===== src/rtl/sha_lk_pkg.sv =====
package sha_lk_pkg;
   localparam int WORD_W     = 32;
   localparam int NUM_WORDS  = 8;
   localparam int BLK_WORDS  = 16;
   localparam int NUM_ROUNDS = 64;
   localparam int RND_W      = $clog2(NUM_ROUNDS);
   localparam int HASH_W     = WORD_W * NUM_WORDS;
   localparam int BLK_W      = WORD_W * BLK_WORDS;

   typedef logic [WORD_W-1:0] word_t;
   typedef logic [NUM_WORDS-1:0][WORD_W-1:0] hash_t;
   typedef enum logic [1:0] {ST_IDLE, ST_RUN, ST_FIN} core_st_e;

   function automatic word_t rotr(word_t x, int unsigned n);
      return (x >> n) | (x << (WORD_W - n));
   endfunction

   function automatic word_t big_s0(word_t x);
      return rotr(x, 2) ^ rotr(x, 13) ^ rotr(x, 22);
   endfunction

   function automatic word_t big_s1(word_t x);
      return rotr(x, 6) ^ rotr(x, 11) ^ rotr(x, 25);
   endfunction

   function automatic word_t sm_s0(word_t x);
      return rotr(x, 7) ^ rotr(x, 18) ^ (x >> 3);
   endfunction

   function automatic word_t sm_s1(word_t x);
      return rotr(x, 17) ^ rotr(x, 19) ^ (x >> 10);
   endfunction

   function automatic word_t choose(word_t x, word_t y, word_t z);
      return (x & y) ^ (~x & z);
   endfunction

   function automatic word_t majority(word_t x, word_t y, word_t z);
      return (x & y) ^ (x & z) ^ (y & z);
   endfunction

   function automatic word_t round_k(logic [RND_W-1:0] i);
      word_t k;
      case (i)
         6'd0:  k = 32'h428a2f98; 6'd1:  k = 32'h71374491; 6'd2:  k = 32'hb5c0fbcf; 6'd3:  k = 32'he9b5dba5;
         6'd4:  k = 32'h3956c25b; 6'd5:  k = 32'h59f111f1; 6'd6:  k = 32'h923f82a4; 6'd7:  k = 32'hab1c5ed5;
         6'd8:  k = 32'hd807aa98; 6'd9:  k = 32'h12835b01; 6'd10: k = 32'h243185be; 6'd11: k = 32'h550c7dc3;
         6'd12: k = 32'h72be5d74; 6'd13: k = 32'h80deb1fe; 6'd14: k = 32'h9bdc06a7; 6'd15: k = 32'hc19bf174;
         6'd16: k = 32'he49b69c1; 6'd17: k = 32'hefbe4786; 6'd18: k = 32'h0fc19dc6; 6'd19: k = 32'h240ca1cc;
         6'd20: k = 32'h2de92c6f; 6'd21: k = 32'h4a7484aa; 6'd22: k = 32'h5cb0a9dc; 6'd23: k = 32'h76f988da;
         6'd24: k = 32'h983e5152; 6'd25: k = 32'ha831c66d; 6'd26: k = 32'hb00327c8; 6'd27: k = 32'hbf597fc7;
         6'd28: k = 32'hc6e00bf3; 6'd29: k = 32'hd5a79147; 6'd30: k = 32'h06ca6351; 6'd31: k = 32'h14292967;
         6'd32: k = 32'h27b70a85; 6'd33: k = 32'h2e1b2138; 6'd34: k = 32'h4d2c6dfc; 6'd35: k = 32'h53380d13;
         6'd36: k = 32'h650a7354; 6'd37: k = 32'h766a0abb; 6'd38: k = 32'h81c2c92e; 6'd39: k = 32'h92722c85;
         6'd40: k = 32'ha2bfe8a1; 6'd41: k = 32'ha81a664b; 6'd42: k = 32'hc24b8b70; 6'd43: k = 32'hc76c51a3;
         6'd44: k = 32'hd192e819; 6'd45: k = 32'hd6990624; 6'd46: k = 32'hf40e3585; 6'd47: k = 32'h106aa070;
         6'd48: k = 32'h19a4c116; 6'd49: k = 32'h1e376c08; 6'd50: k = 32'h2748774c; 6'd51: k = 32'h34b0bcb5;
         6'd52: k = 32'h391c0cb3; 6'd53: k = 32'h4ed8aa4a; 6'd54: k = 32'h5b9cca4f; 6'd55: k = 32'h682e6ff3;
         6'd56: k = 32'h748f82ee; 6'd57: k = 32'h78a5636f; 6'd58: k = 32'h84c87814; 6'd59: k = 32'h8cc70208;
         6'd60: k = 32'h90befffa; 6'd61: k = 32'ha4506ceb; 6'd62: k = 32'hbef9a3f7; 6'd63: k = 32'hc67178f2;
         default: k = '0;
      endcase
      return k;
   endfunction
endpackage


===== src/rtl/sha_lk_kconst.sv =====
module sha_lk_kconst
   import sha_lk_pkg::*;
(
   input  logic [RND_W-1:0] idx_i,
   output word_t            k_o
);
   assign k_o = round_k(idx_i);
endmodule


===== src/rtl/sha_lk_sched.sv =====
module sha_lk_sched
   import sha_lk_pkg::*;
#(
   parameter int TAP = 0
)(
   input  logic             clk,
   input  logic             rst_n,
   input  logic             load_i,
   input  logic             adv_i,
   input  logic [BLK_W-1:0] block_i,
   output word_t            tap_o
);
   localparam int LAST = BLK_WORDS - 1;

   initial begin
      tap_range_chk : assert (TAP >= 0 && TAP < BLK_WORDS)
         else $error("sha_lk_sched: TAP out of window");
   end

   word_t win_q [BLK_WORDS];
   word_t fresh;

   // next schedule word from the sliding window
   assign fresh = sm_s1(win_q[BLK_WORDS-2]) + win_q[BLK_WORDS-7]
                + sm_s0(win_q[BLK_WORDS-15]) + win_q[BLK_WORDS-16];

   for (genvar k = 0; k < BLK_WORDS; k++) begin : g_win
      if (k == LAST) begin : g_tail
         always_ff @(posedge clk) begin
            if (load_i)     win_q[k] <= block_i[(LAST-k)*WORD_W +: WORD_W];
            else if (adv_i) win_q[k] <= fresh;
         end
      end else begin : g_body
         always_ff @(posedge clk) begin
            if (load_i)     win_q[k] <= block_i[(LAST-k)*WORD_W +: WORD_W];
            else if (adv_i) win_q[k] <= win_q[k+1];
         end
      end
   end

   assign tap_o = win_q[TAP];


   win_shift_chk : assert property (@(posedge clk) disable iff (!rst_n)
      adv_i && !load_i |=> (win_q[0] == $past(win_q[1])) && (win_q[LAST-1] == $past(win_q[LAST])));
endmodule


===== src/rtl/sha_lk_round.sv =====
module sha_lk_round
   import sha_lk_pkg::*;
(
   input  logic  clk,
   input  logic  rst_n,
   input  logic  load_i,
   input  logic  adv_i,
   input  hash_t chain_i,
   input  word_t hkw_i,
   output hash_t work_o
);
   hash_t st_q;
   word_t wa, wb, wc, wd, we, wf, wg;
   word_t t1, t2;

   assign wa = st_q[7]; assign wb = st_q[6]; assign wc = st_q[5]; assign wd = st_q[4];
   assign we = st_q[3]; assign wf = st_q[2]; assign wg = st_q[1];

   // hkw_i already carries h + K + W for this round
   assign t1 = hkw_i + big_s1(we) + choose(we, wf, wg);
   assign t2 = big_s0(wa) + majority(wa, wb, wc);

   always_ff @(posedge clk or negedge rst_n) begin
      if (!rst_n) begin
         st_q <= '0;
      end else if (load_i) begin
         st_q <= chain_i;
      end else if (adv_i) begin
         st_q <= {t1 + t2, wa, wb, wc, wd + t1, we, wf, wg};
      end
   end

   assign work_o = st_q;


   shift_copy_chk : assert property (@(posedge clk) disable iff (!rst_n)
      adv_i && !load_i |=> (st_q[6] == $past(st_q[7])) && (st_q[5] == $past(st_q[6]))
                        && (st_q[4] == $past(st_q[5])) && (st_q[2] == $past(st_q[3]))
                        && (st_q[1] == $past(st_q[2])) && (st_q[0] == $past(st_q[1])));


   a_e_gap_chk : assert property (@(posedge clk) disable iff (!rst_n)
      adv_i && !load_i |=> word_t'(st_q[7] - st_q[3]) == $past(word_t'(t2 - st_q[4])));
endmodule


===== src/rtl/sha_lk_core.sv =====
module sha_lk_core
   import sha_lk_pkg::*;
#(
   parameter int LOOKAHEAD = 1
)(
   input  logic                                 clk,
   input  logic                                 rst_n,
   input  logic                                 start_i,
   input  logic [sha_lk_pkg::HASH_W-1:0]        chain_i,
   input  logic [sha_lk_pkg::BLK_W-1:0]         block_i,
   output logic                                 busy_o,
   output logic                                 done_o,
   output logic [sha_lk_pkg::HASH_W-1:0]        digest_o
);
   localparam int TAP = (LOOKAHEAD != 0) ? 1 : 0;
   localparam logic [RND_W-1:0] LAST_RND = RND_W'(NUM_ROUNDS - 1);

   initial begin
      lookahead_opt_chk : assert (LOOKAHEAD == 0 || LOOKAHEAD == 1)
         else $error("sha_lk_core: LOOKAHEAD must be 0 or 1");
   end

   core_st_e         st_q;
   logic [RND_W-1:0] rnd_q;
   logic [RND_W-1:0] k_idx;
   hash_t            chain_w, chain_q, work, sum;
   word_t            k_sel, w_tap, hkw;
   logic             accept, adv;

   assign chain_w = chain_i;
   assign accept  = (st_q == ST_IDLE) && start_i;
   assign adv     = (st_q == ST_RUN);
   assign busy_o  = (st_q != ST_IDLE);

   always_ff @(posedge clk or negedge rst_n) begin
      if (!rst_n) begin
         st_q     <= ST_IDLE;
         rnd_q    <= '0;
         done_o   <= 1'b0;
         digest_o <= '0;
         chain_q  <= '0;
      end else begin
         done_o <= 1'b0;
         unique case (st_q)
            ST_IDLE: if (start_i) begin
               st_q    <= ST_RUN;
               rnd_q   <= '0;
               chain_q <= chain_w;
            end
            ST_RUN: begin
               rnd_q <= rnd_q + 1'b1;
               if (rnd_q == LAST_RND) st_q <= ST_FIN;
            end
            ST_FIN: begin
               digest_o <= sum;
               done_o   <= 1'b1;
               st_q     <= ST_IDLE;
            end
            default: st_q <= ST_IDLE;
         endcase
      end
   end

   sha_lk_kconst u_kconst (.idx_i(k_idx), .k_o(k_sel));

   sha_lk_sched #(.TAP(TAP)) u_sched (
      .clk(clk), .rst_n(rst_n), .load_i(accept), .adv_i(adv),
      .block_i(block_i), .tap_o(w_tap)
   );

   sha_lk_round u_round (
      .clk(clk), .rst_n(rst_n), .load_i(accept), .adv_i(adv),
      .chain_i(chain_w), .hkw_i(hkw), .work_o(work)
   );

   if (LOOKAHEAD != 0) begin : g_ahead
      word_t p_q, w_feed;
      // while idle the first schedule word comes straight from the input block
      assign k_idx  = (st_q == ST_IDLE) ? '0 : RND_W'(rnd_q + 1'b1);
      assign w_feed = (st_q == ST_IDLE) ? block_i[BLK_W-1 -: WORD_W] : w_tap;

      always_ff @(posedge clk or negedge rst_n) begin
         if (!rst_n)      p_q <= '0;
         else if (accept) p_q <= chain_w[0] + k_sel + w_feed;
         else if (adv)    p_q <= work[1] + k_sel + w_feed;
      end
      assign hkw = p_q;


      ahead_sum_chk : assert property (@(posedge clk) disable iff (!rst_n)
         (st_q == ST_RUN) |-> p_q == word_t'(work[0] + round_k(rnd_q) + u_sched.win_q[0]));
   end else begin : g_plain
      assign k_idx = rnd_q;
      assign hkw   = work[0] + k_sel + w_tap;
   end

   for (genvar j = 0; j < NUM_WORDS; j++) begin : g_fold
      assign sum[j] = chain_q[j] + work[j];
   end


   done_pulse_chk : assert property (@(posedge clk) disable iff (!rst_n)
      done_o |=> !done_o);


   done_idle_chk : assert property (@(posedge clk) disable iff (!rst_n)
      done_o |-> !busy_o);


   accept_busy_chk : assert property (@(posedge clk) disable iff (!rst_n)
      accept |=> busy_o && rnd_q == '0);


   chain_hold_chk : assert property (@(posedge clk) disable iff (!rst_n)
      busy_o |=> $stable(chain_q));


   round_step_chk : assert property (@(posedge clk) disable iff (!rst_n)
      (st_q == ST_RUN) && (rnd_q != LAST_RND) |=> (st_q == ST_RUN) && rnd_q == $past(rnd_q) + 1'b1);
endmodule


===== config.mk =====
export PLATFORM = sky130hd
export DESIGN_NAME = sha_lk_core
export DESIGN_NICKNAME = d
export VERILOG_FILES = /design/src/rtl/sha_lk_pkg.sv /design/src/rtl/sha_lk_kconst.sv /design/src/rtl/sha_lk_sched.sv /design/src/rtl/sha_lk_round.sv /design/src/rtl/sha_lk_core.sv
export SDC_FILE = /design/constraint.sdc
export NUM_CORES = 2
export LEC_CHECK = 0
export ABC_AREA = 1
export BUFFER_PORTS_ARGS = -buffer_cell sky130_fd_sc_hd__buf_2
export CORE_MARGIN = 2
export CORE_UTILIZATION = 45
export CTS_CLUSTER_DIAMETER = 60
export DETAILED_ROUTE_END_ITERATION = 6
export PLACE_DENSITY_LB_ADDON = 0.2
export RECOVER_POWER = 100
export SKIP_LAST_GASP = 1
export SYNTH_ARGS = -nofsm -noshare
export SYNTH_HDL_FRONTEND = slang
export SYNTH_SLANG_ARGS = --single-unit

===== constraint.sdc =====
create_clock -name clk -period 7.9 [get_ports clk]
set_input_delay 0.395 -clock clk [delete_from_list [all_inputs] [get_ports clk]]
set_output_delay 0.395 -clock clk [all_outputs]
set_load 0.1 [all_outputs]

# Yosys cells after proc, flatten, opt, wreduce, memory -nomap -nowiden
# Memory sizes are Yosys's and may differ from the RTL's.
# Cells that the tools add are included.
# Widths: inputs -> output; s select.
# totals
reg_bits	809
ramBits	512
romBits	2048
input_bits	771
out_inout_bits	258
wordCells	133
n_memories	2
# mem_list
memory	depth	word_bits	rd	rd_clocked_by_memory_dff	write_ports	line	rtl
(name not given)	64	32	1	0	0	sha_lk_pkg.sv:44	case (i)
u_sched.win_q	16	32	16	0	16	sha_lk_sched.sv:20	word_t win_q [BLK_WORDS];
# classes
add_sub_neg	21
n_eq_ne	5
muxes	33
bitwise	43
reduce_logical	8
# ops
cell	count
$add 32x32->32	20
$mux 32	19
$mux 256	2
$xor 32x32->32	9
$and 32x32->32	5
$not 32->32	1
$or 10x32->32	1
$or 13x32->32	1
$or 14x32->32	1
$or 15x32->32	1
$or 19x32->32	1
$or 21x32->32	1
$or 25x32->32	1
$or 26x32->32	1
$or 30x32->32	1
$or 7x32->32	1
$xor 32x22->32	1
$xor 32x29->32	1
$or 1x1->1	16
$mux 6	2
$pmux 6 s2	1
$add 6x1->6 const B	1
$eq 6x6->1 const B	1
$mux 1	6
other kinds (10)	15

# Longest topological paths before layout
# logic_depth
depth_word	8
depth_mapped	33
depth_no_buf	33

# Modules after synthesis
# A second synthesis with hierarchy kept.
# hier_totals
cells_unflattened	12475
area_unflattened_um2	92333.6
# modules_own_cells
mod	instances	cells_per_inst	area_each_um2	seq_area_each_um2
sha_lk_core	1	6195	42221.7	13838.3
sha_lk_sched	1	2988	26950.8	15374.7
sha_lk_round	1	2685	20379.5	6406.1
sha_lk_kconst	1	607	2781.4	0.0

# Worst setup path before layout
# OpenSTA, ideal clock, no wires.
# synth_path
path_kind	reg2reg
from	reg st_q[1]
to	mem u_sched.win_q[0][0] in the netlist's numbering (enable)
setup_ps	655
t_arrival_ps	7194
t_required_ps	7245
setup_slack_ps	51
stages_incl_launch_ff	8
path_buffers	2
period_less_slack_ps	7849
path_cell_list	dfrtp_1 nor2_1 nand2_1 inv_2 nor2_1 inv_2 clkbuf_1 buf_2
# synth_rtl
item	line	rtl
from (decl)	sha_lk_core.sv:23	core_st_e st_q;
from (signal assigned)	sha_lk_core.sv:37	st_q <= ST_IDLE;
from (signal assigned)	sha_lk_core.sv:46	st_q <= ST_RUN;
from (signal assigned)	sha_lk_core.sv:52	if (rnd_q == LAST_RND) st_q <= ST_FIN;
to (decl)	sha_lk_sched.sv:20	

# Worst setup path in the final report
# layout_path
from	reg st_q[1]
to	reg u_round.st_q (netlist bit u_round.wg[23])
# layout_between
elab_chain_len	3
elab_cells_between_ends	5
cone_classes	1 x eq/ne; 1 x mux; 3 x reduce/logical
# layout_rtl
item	line	rtl
$logic_not 2->1	sha_lk_core.sv:31	assign accept = (st_q == ST_IDLE) && start_i;
$logic_and 1x1->1	sha_lk_core.sv:31	
$mux 256 / $reduce_bool 2->1 (equally long branches)	-	
to (signal assigned)	sha_lk_round.sv:27	st_q <= chain_i;
to (signal assigned)	sha_lk_round.sv:29	st_q <= {t1 + t2, wa, wb, wc, wd + t1, we, wf, wg};
to (decl)	sha_lk_round.sv:12	hash_t st_q;
# Several ways; a longest one is shown, not always the timed one.
# A chain may end at the register's enable or synchronous reset.

==> summary by stage <==
Outcome
The flow ran to the end, but the final reports show violations. The checks that failed: design-rule violations, max-capacitance violations, max-slew violations.

Synth
The synthesized netlist occupies a cell area of 88,500 um2. In the synthesized netlist, the number of instances is 11,600. The average footprint of a synthesized cell is 7.63 um2. Counting flops with an async set or reset pin after synthesis yields a share of 0.612. The synthesized netlist contains 55 unique library cells.

The cell type with the highest aggregate area in the netlist is sky130_fd_sc_hd__dfrtp_1. The post-synthesis register bit count is 1,321. After synthesis, the cell types taking the most area are sky130_fd_sc_hd__dfrtp_1 (23%), sky130_fd_sc_hd__nand2_1 (18%), sky130_fd_sc_hd__edfxtp_1 (17%). The share of synthesized area in the top cell type comes to 0.229. The proportion of synthesized chip area in sequential cells is 0.402.

Among all flip-flop cells after synthesis, the most frequent one is sky130_fd_sc_hd__dfrtp_1. Counting every net in the synthesized netlist gives 13,000. The count of yosys warnings during synthesis is 0. Yosys mapped a number of flops with a built-in enable equal to 512.

Drt
Using the TritonRoute via totals, the vias-per-cell ratio works out to 5.66. The detail-routed net length per standard cell is 25.7 um. The first detailed-routing pass ran for 7 iterations. For this block, the initial DRC count from the detailed router was 10,400. The final wirelength is 411,000 um. The number of DRC violations after detailed routing is 15. In this run the remaining antenna-violating nets after routing total 0.

Summing over every cut layer, the via total after detailed routing is 90,700.

Setup path
The critical path arrival is 7.81 ns. The worst setup path is launched from a flop. Of all nets on the critical path, the largest fanout is 145. The required time of the critical path is 8.60 ns.

The critical path is of the reg -> reg type. The worst setup path is captured at a flop.

Global routing
The via count of the first global-routing pass is 87,700. The all-layer global routing usage is 0.399. The first global-routing pass estimated 586,000 um of wire. Entering global routing, the biggest net connects 207 pins.

Summed over all layers, the global routing overflow is 0. The number of antenna violations at the first check in global routing came to 41.

Placed design
At the end of routability-driven placement, the weighted congestion stood at 1.04. Detailed placement finished with a half-perimeter wire length of 315,000 um. The count of buffers added on input and output ports is 1,028.

Floorplanning
The die width is 447 um. The die extent in y is 447 um. After floorplanning, the core was sized to cover 195,000 um2.

The top-level I/O count is 1,029. The floorplan has 162 rows. The initial core utilization is 0.453.

The die covers 200,000 um2.

Timing
The final number of hold-violating endpoints is 0. The setup skew after layout is 0.0668 ns. Headroom to the max-slew limit came out at -3.13. Dividing the final minimum period by the clock period gives 0.900. The highest clock frequency the design can meet is 141 MHz. The number of setup violations in the final report is 0.

The worst path in the final design needs a cycle of 7.11 ns, including I/O delays and setup. The summed negative setup slack over all endpoints is 0 ns. For the pin with the worst max-slew slack, the measured transition is 6.19 ns.

The total count of max-transition violations in the final report came to 2,370. Setup repair after global routing left no endpoint under its margin.

Clock tree
Clock-pin slew was measured on the worst setup and hold paths at 0.06 ns. For this design, the sink count on the clock tree is 1,321. TritonCTS built the clock tree. The maximum buffer depth of the clock tree is 3. TritonCTS created 161 clock buffers. The cell at the root of the clock tree is sky130_fd_sc_hd__clkbuf_16. The post-cts resize count is 0. CTS built an H-tree with a depth of 4. The later-pin clock latency in the skew report is 0.86 ns.

Finish
The area of the multi-input gates is 47,200 um2. Relative to the synthesized area, the layout overhead comes to 22.8%. The final-layout fill cell count is 17,900. At the end of the flow, the number of nets in the layout was 14,600. The sequential cell area is 35,600 um2. The share of final-layout standard cells stronger than drive strength 1 is 0.0904.

Run
Max-cap violations in this run came to 35.

Worst hold path
The type of the tightest min-delay check is in -> reg.
## cells by family (layout without fill, tap and decap cells)
logic type | after synthesis | after routing | share of synthesized area
other | 0 | 31 | 0
AO/OA/AOI/OAI | 2118 | 2118 | 0.131
AND/OR/NAND/NOR | 5596 | 5596 | 0.252
buffers and inverters | 1491 | 3242 | 0.0643
adder cells (fa/ha/maj) | 653 | 653 | 0.109
XOR/XNOR | 420 | 420 | 0.0416
flip-flops | 1321 | 1321 | 0.402
## metrics by stage
step	utilization	worst slack [ns]	hold slack (ns)	instance area, um2	std cells
6_report	0.557	0.793	0.0535	109000	16000
5_1_grt	0.557	0.532	0.0200	109000	16000
4_1_cts	0.559	1.45	0.00103	109000	16000
3_5_place_dp	0.493	1.51	0.424	96300	14900
3_3_place_gp	0.493	1.58	0.413	96300	14900
2_1_floorplan	-	0.0510	0.0994	88500	11600
## worst paths after layout
kind,start,end,slack (ns),cells past startpoint
setup / recovery,st_q[1],u_round.wg[23],0.79,9
hold / removal,chain_i[242],chain_q[242],0.05,3
setup reg to reg,st_q[1],u_round.wg[23],0.79,9
hold reg to reg,digest_o[96],digest_o[96],0.47,2
max in group asynchronous,rst_n,digest_o[219],1.67,4
min in group asynchronous,rst_n,digest_o[146],1.77,2
## Yosys cell counts, types with 25 or more instances
master and number:
sky130_fd_sc_hd__clkbuf_1 334, sky130_fd_sc_hd__nor2_1 620, sky130_fd_sc_hd__or2_2 72, sky130_fd_sc_hd__a21oi_1 654, sky130_fd_sc_hd__ha_1 454, sky130_fd_sc_hd__a21o_1 78, sky130_fd_sc_hd__a31oi_1 72, sky130_fd_sc_hd__o21bai_1 67
sky130_fd_sc_hd__a21boi_0 39, sky130_fd_sc_hd__nand3b_1 25, sky130_fd_sc_hd__o21ai_0 1064, sky130_fd_sc_hd__buf_2 61, sky130_fd_sc_hd__nand2_1 4219, sky130_fd_sc_hd__dfrtp_1 809, sky130_fd_sc_hd__nand4_1 79, sky130_fd_sc_hd__fa_1 199
sky130_fd_sc_hd__edfxtp_1 512, sky130_fd_sc_hd__nand3_1 433, sky130_fd_sc_hd__xnor2_1 226, sky130_fd_sc_hd__o211ai_1 36, sky130_fd_sc_hd__nor3_1 112, sky130_fd_sc_hd__xor2_1 194, sky130_fd_sc_hd__inv_1 1068
## critical path: stages (launching register included)
cell	delay, ns
sky130_fd_sc_hd__dfrtp_1	0.39
sky130_fd_sc_hd__nor2_1	0.33
sky130_fd_sc_hd__buf_4	0.61
sky130_fd_sc_hd__nand2_1	0.97
sky130_fd_sc_hd__inv_8	0.83
sky130_fd_sc_hd__nor2_1	0.24
sky130_fd_sc_hd__inv_8	0.48
sky130_fd_sc_hd__clkbuf_2	2.00
sky130_fd_sc_hd__nand2_1	0.53
sky130_fd_sc_hd__o21ai_0	0.22
## layer usage
layer	up-vias	global-route usage	share of wire
li1	41100	-	-
met5	-	0.00635	0.00065
met1	43300	0.500	0.39
met4	19	0.261	0.077
met3	1093	0.0785	0.086
met2	5148	0.625	0.45
## cell usage in the layout, fill, tap and decap left out, types with 39 or more instances in the layout
cell,count
sky130_fd_sc_hd__buf_4,56
sky130_fd_sc_hd__fa_1,199
sky130_fd_sc_hd__inv_1,1067
sky130_fd_sc_hd__xnor2_1,226
sky130_fd_sc_hd__xor2_1,194
sky130_fd_sc_hd__clkbuf_1,303
sky130_fd_sc_hd__dfrtp_1,809
sky130_fd_sc_hd__nand3_1,431
sky130_fd_sc_hd__a21o_1,78
sky130_fd_sc_hd__ha_1,454
sky130_fd_sc_hd__nand2_1,4219
sky130_fd_sc_hd__nor2_1,620
sky130_fd_sc_hd__buf_2,769
sky130_fd_sc_hd__o21bai_1,67
sky130_fd_sc_hd__a31oi_1,72
sky130_fd_sc_hd__dlygate4sd3_1,745
sky130_fd_sc_hd__clkbuf_16,161
sky130_fd_sc_hd__a21oi_1,654
sky130_fd_sc_hd__o21ai_0,1068
sky130_fd_sc_hd__edfxtp_1,512
sky130_fd_sc_hd__nand4_1,79
sky130_fd_sc_hd__nor3_1,112
sky130_fd_sc_hd__or2_2,72
sky130_fd_sc_hd__a21boi_0,39
## layout make-up
type,instances,area share
clock buffer,202,0.0401
clock inverter,94,0.00980
tap,2624,0.0302
sequential,1321,0.328
inverter,1074,0.0374
antenna,31,0.000714
timing repair buffer,1872,0.120
multi-input combinational,8787,0.434
## sequential cells by signal, summed over array words and instances, names as in the netlist
signal	count
u_round.wf	32
u_round.work_o	32
u_sched.win_q	512
u_round.wd	32
chain_q	256
u_round.wa	32
g_ahead.p_q	32
st_q	2
u_round.wb	32
u_round.wc	32
u_round.wg	32
rnd_q	6
digest_o	256
u_round.we	32
done_o	1
## timing repair
action | CTS | global route
hold endpoints to repair | 959 | 0
hold buffers | 745 | 0
setup buffers | 0 | 0
Power is not shown: default switching activity piles up to over one toggle a cycle in this logic, so the estimate is an artifact.
